[config.mk]
export PLATFORM = sky130hd
export DESIGN_NAME = reljump_unit
export DESIGN_NICKNAME = d
export VERILOG_FILES = /design/src/rtl/reljump_pkg.sv /design/src/rtl/rj_cond_eval.sv /design/src/rtl/rj_target_calc.sv /design/src/rtl/reljump_unit.sv
export SDC_FILE = /design/constraint.sdc
export NUM_CORES = 1
export LEC_CHECK = 0
export ABC_CLOCK_PERIOD_IN_PS = 2300
export BUFFER_PORTS_ARGS = -buffer_cell sky130_fd_sc_hd__buf_2
export CAP_MARGIN = 10
export CORE_ASPECT_RATIO = 0.5
export CORE_MARGIN = 3
export CORE_UTILIZATION = 45
export CTS_CLUSTER_SIZE = 10
export DETAILED_ROUTE_END_ITERATION = 8
export GPL_TIMING_DRIVEN = 0
export HOLD_SLACK_MARGIN = 0.05
export PLACE_DENSITY = 0.81
export SETUP_SLACK_MARGIN = 0.4
export SLEW_MARGIN = 20
export SYNTH_ARGS = -nofsm -noshare
export SYNTH_HDL_FRONTEND = slang
export SYNTH_HIERARCHICAL = 1
export SYNTH_SLANG_ARGS = --single-unit
[constraint.sdc]
create_clock -name clk -period 2.3 [get_ports clk]
set_input_delay 0.23 -clock clk [delete_from_list [all_inputs] [get_ports clk]]
set_output_delay 0.23 -clock clk [all_outputs]
set_load 0.005 [all_outputs]
[src/rtl/reljump_pkg.sv]
package reljump_pkg;

    localparam int COND_W   = 3;
    localparam int NUM_COND = 1 << COND_W;

    typedef enum logic [COND_W-1:0] {
        CND_NE     = 3'd0,
        CND_EQ     = 3'd1,
        CND_LO     = 3'd2,
        CND_HS     = 3'd3,
        CND_NEG    = 3'd4,
        CND_GE     = 3'd5,
        CND_LT     = 3'd6,
        CND_ALWAYS = 3'd7
    } cond_e;

    typedef struct packed {
        logic n;
        logic z;
        logic c;
        logic v;
    } flags_t;

    // Evaluate one condition against the flag set.
    function automatic logic cond_test(input cond_e sel, input flags_t fl);
        logic sgn_lt;
        sgn_lt = fl.n ^ fl.v;
        case (sel)
            CND_NE:     return !fl.z;
            CND_EQ:     return fl.z;
            CND_LO:     return !fl.c;
            CND_HS:     return fl.c;
            CND_NEG:    return fl.n;
            CND_GE:     return !sgn_lt;
            CND_LT:     return sgn_lt;
            default:    return 1'b1;
        endcase
    endfunction

endpackage

[src/rtl/rj_cond_eval.sv]
module rj_cond_eval
    import reljump_pkg::*;
(
    input  cond_e  sel,
    input  flags_t fl,
    output logic   hit
);

    logic [NUM_COND-1:0] hit_vec;

    // One evaluator per selector code; the selector then picks a lane.
    generate
        for (genvar g = 0; g < NUM_COND; g++) begin : g_cond
            assign hit_vec[g] = cond_test(cond_e'(COND_W'(g)), fl);
        end
    endgenerate

    assign hit = hit_vec[sel];

endmodule

[src/rtl/rj_target_calc.sv]
module rj_target_calc #(
    parameter int PC_W  = 16,
    parameter int OFS_W = 10
) (
    input  logic [PC_W-1:0]  pc,
    input  logic [OFS_W-1:0] ofs,
    output logic [PC_W-1:0]  tgt
);

    localparam int EXT_W = PC_W - OFS_W - 1;
    localparam logic [PC_W-1:0] EVEN_MASK = {{(PC_W-1){1'b1}}, 1'b0};

    logic [PC_W-1:0] disp;
    logic [PC_W-1:0] sum;

    // Sign-extend and double the word displacement in one concatenation.
    assign disp = {{EXT_W{ofs[OFS_W-1]}}, ofs, 1'b0};
    assign sum  = pc + disp;
    assign tgt  = sum & EVEN_MASK;

endmodule

[src/rtl/reljump_unit.sv]
module reljump_unit
    import reljump_pkg::*;
#(
    parameter int PC_W  = 16,
    parameter int OFS_W = 10
) (
    input  logic              clk,
    input  logic              rst,
    input  logic              in_valid,
    input  logic [PC_W-1:0]   pc_in,
    input  logic [COND_W-1:0] cond_sel,
    input  logic [OFS_W-1:0]  word_ofs,
    input  logic              flag_n,
    input  logic              flag_z,
    input  logic              flag_c,
    input  logic              flag_v,
    output logic              out_valid,
    output logic              taken,
    output logic [PC_W-1:0]   next_pc
);

    flags_t          fl;
    cond_e           sel;
    logic            hit;
    logic [PC_W-1:0] tgt;
    logic [PC_W-1:0] pc_nxt;

    assign fl  = '{n: flag_n, z: flag_z, c: flag_c, v: flag_v};
    assign sel = cond_e'(cond_sel);

    rj_cond_eval u_cond (
        .sel (sel),
        .fl  (fl),
        .hit (hit)
    );

    rj_target_calc #(
        .PC_W  (PC_W),
        .OFS_W (OFS_W)
    ) u_tgt (
        .pc  (pc_in),
        .ofs (word_ofs),
        .tgt (tgt)
    );

    assign pc_nxt = hit ? tgt : pc_in;

    always_ff @(posedge clk) begin
        if (rst) begin
            out_valid <= 1'b0;
            taken     <= 1'b0;
            next_pc   <= '0;
        end else if (in_valid) begin
            out_valid <= 1'b1;
            taken     <= hit;
            next_pc   <= pc_nxt;
        end else begin
            out_valid <= 1'b0;
            taken     <= 1'b0;
        end
    end

    AST_RESULT_FOLLOWS: assert property (@(posedge clk) disable iff (rst)
        in_valid |=> out_valid);
    AST_IDLE_NO_RESULT: assert property (@(posedge clk) disable iff (rst)
        !in_valid |=> !out_valid);
    AST_IDLE_NOT_TAKEN: assert property (@(posedge clk) disable iff (rst)
        !out_valid |-> !taken);
    AST_IDLE_PC_HOLDS: assert property (@(posedge clk) disable iff (rst)
        !in_valid |=> $stable(next_pc));
    AST_ALWAYS_TAKES: assert property (@(posedge clk) disable iff (rst)
        (in_valid && cond_sel == 3'd7) |=> taken);
    AST_FALLTHROUGH_PC: assert property (@(posedge clk) disable iff (rst)
        (in_valid && !hit) |=> (next_pc == $past(pc_in)));
    AST_TARGET_EVEN: assert property (@(posedge clk) disable iff (rst)
        taken |-> !next_pc[0]);

endmodule

==> flow_summary.json <==
{
  "area_delta_synth_final_pct": 32.3,
  "drc": 0,
  "clock_path_buffers": 2,
  "synthCells": 173,
  "clk_pin_slew_ps": 60,
  "io_pins": 54,
  "status": "finished, final reports clean",
  "min_from": "rst",
  "drtIter0Drc": 85,
  "detailed_place_hpwl_um": 3010,
  "antenna_left": 0,
  "clock_skew_ps": 0,
  "gp_congestion": 0.797,
  "max-vdd-ir-drop_mv": 0.242,
  "syn_area_per_cell_um2": 8.82,
  "syn_area_um2": 1530,
  "power.total_uw": 1030,
  "setup_ws_ps": 344,
  "finalCritPeriodShare": 0.850,
  "critPathLaunchType": "input pin",
  "dieWidth_um": 88.3,
  "finalInstanceArea_um2": 2020,
  "worstHoldPathCells": 2,
  "synth_ff_type": "dfxtp_1",
  "fmax_mhz": 511,
  "drtPass1Iterations": 4,
  "port_buffers": 51,
  "synth_nets": 224,
  "synth_warnings": 6,
  "cts_sinks": 18,
  "report.final.slew_viol_count": 0,
  "numCtsBuffers": 3,
  "dpl_cell_area_um2": 1850,
  "cts_htree_levels": 1,
  "met2_usage": 0.349,
  "core_area_um2": 3120,
  "ctsHoldBuffers": 0,
  "vias": 1493,
  "async_reset_ff_frac": 0,
  "p_leak_uw": 0.000979,
  "initial_core_util": 0.489,
  "gr-total-overflow": 0,
  "cts-root-buf": "clkbuf_8",
  "gr-usage-met1": 0.231,
  "vias_per_cell": 5.53,
  "whs_ps": 243,
  "dp_slack_ps": 52.2,
  "dieArea_um2": 4170,
  "critPathMaxFanout": 4,
  "cp-startpoint": "pc_in[1]",
  "antenna_found_initial": 0,
  "powerDensity_nw_per_um2": 509,
  "grt.busiest_layer": "met2",
  "setup_violations": 0,
  "grt_pass1_vias": 1374,
  "cp.arrival_ps": 2120,
  "cp-end-kind": "flop",
  "worst_ep_required_time_ps": 2470,
  "drt-wirelength-per-cell_um": 14.9,
  "r2r_cells": 2,
  "seq_area_frac_synth": 0.236,
  "max_cap_viol_count": 0,
  "holdCritPathClass": "input pin to flop",
  "antenna_cells": 0,
  "wirelength_um": 4020,
  "tns_ps": 0,
  "grtUsageTotal": 0.186,
  "cts_tree": "built",
  "drive_gt1_frac": 0.383,
  "grt_max_degree": 11,
  "ys_ff_latch": 18,
  "dieHeight_um": 47.2,
  "nets": 283,
  "rsz0062_at_grt": "yes",
  "clock_latency_ps": 250,
  "use_met3": 0.0385,
  "r2r_end": "next_pc[11]",
  "finalHoldViolCount": 0,
  "reg2reg_from": "next_pc[11]",
  "synth_edf_count": 0,
  "hold_path_end": "next_pc[1]",
  "final.min_clock_period_ps": 1960,
  "r2r_slack_ps": 1600,
  "synth_cell_types": 46,
  "rows": 14,
  "critPathKind": "input pin to flop",
  "grt_pass1_wl_um": 6100
}
worst max path at each step:
| stage | end | slack, ps | cells after the start |
|---|---|---|---|
| final | next_pc[9] | 340 | 9 |
| after global placement | next_pc[15] | 130 | 10 |
| after detailed placement | next_pc[15] | 50 | 10 |
| after global routing | next_pc[9] | 320 | 9 |
| after CTS | next_pc[9] | 410 | 9 |
| after floorplan | next_pc[8] | 400 | 8 |
power by group:
part / internal, uW / leakage, uW / switching, uW
clock network: 116 / 0.0000216 / 96.3
logic: 224 / 0.000808 / 234
registers: 342 / 0.000150 / 14.7
total: 682 / 0.000979 / 345
area by class of cell:
cell class                      instances  area, um2
Buffer                                  9       66.3
Clock buffer                            3       41.3
Fill cell                             274       1100
Inverter                                2       7.51
Multi-Input combinational cell        144       1210
Sequential cell                        18        360
Tap cell                               40       50.0
Timing Repair Buffer                   54        280
critical path, stage by stage:
cell	delay (ps)
buf_2	110
ha_2	200
fa_2	400
a21oi_4	180
o21ai_4	100
o41ai_2	300
xnor2_1	200
mux2i_1	150
a211oi_2	250
Yosys cell counts, types with 3 or more instances:
master | count | share of area
a21oi_1 | 5 | 0.016
a21o_1 | 4 | 0.020
ha_1 | 14 | 0.11
buf_2 | 3 | 0.0098
and3_1 | 4 | 0.016
mux2i_1 | 18 | 0.12
nand2_1 | 8 | 0.020
xnor2_1 | 8 | 0.046
nor2_1 | 27 | 0.066
a21oi_2 | 3 | 0.017
xor2_1 | 3 | 0.017
dfxtp_1 | 18 | 0.24
a211oi_1 | 16 | 0.079
per-layer routing:
metal,up-vias,wire [um]
li1,754,-
met1,695,1780
met2,40,2010
met3,4,217
met4,0,21
met5,-,0
cells by family after synthesis:
group,Yosys count,share of synthesized area
xor gates and xnor gates,11,0.0632
AOI/OAI and AO/OA,46,0.235
other,1,0.00246
buffers and inverters,11,0.0484
and+or+nand+nor,53,0.168
muxes,18,0.118
adders and majority gates,15,0.128
DFF,18,0.236
flip-flops by register name, summed over array words and instances (netlist names):
signal	flops
next_pc	16
out_valid	1
taken	1
what timing repair did:
| item | in CTS | in global routing |
|---|---|---|
| resized for setup | 6 | 13 |
| pin swaps | 1 | 12 |
| setup buffers | 0 | 3 |
| setup endpoints to repair | 7 | 8 |
through the flow:
| stage | instances | util |
|---|---|---|
| after floorplan | 173 | - |
| after global placement | 264 | 0.593 |
| after detailed placement | 264 | 0.593 |
| after CTS | 267 | 0.621 |
| after global routing | 270 | 0.647 |
| final | 270 | 0.647 |
cell usage in the layout (no fill, tap or decap), types with 2 or more instances in the layout:
cell type   n
a21oi_2     3
a21oi_1     3
clkbuf_1    2
o21ai_0     2
nor2b_1     2
nor2_1     27
inv_1       2
xor2_1      3
a21o_1      4
o21a_1      2
a211oi_1   15
xnor2_1     8
ha_2        5
o211ai_1    2
ha_1        7
mux2i_1    18
and3_1      4
nor3_1      2
dfxtp_1    18
buf_2      53
o41ai_2     2
clkbuf_8    3
buf_4       5
ha_4        2
nand2_1     8
a21oi_4     2
Note: power is estimated with default switching activity, not from simulation.
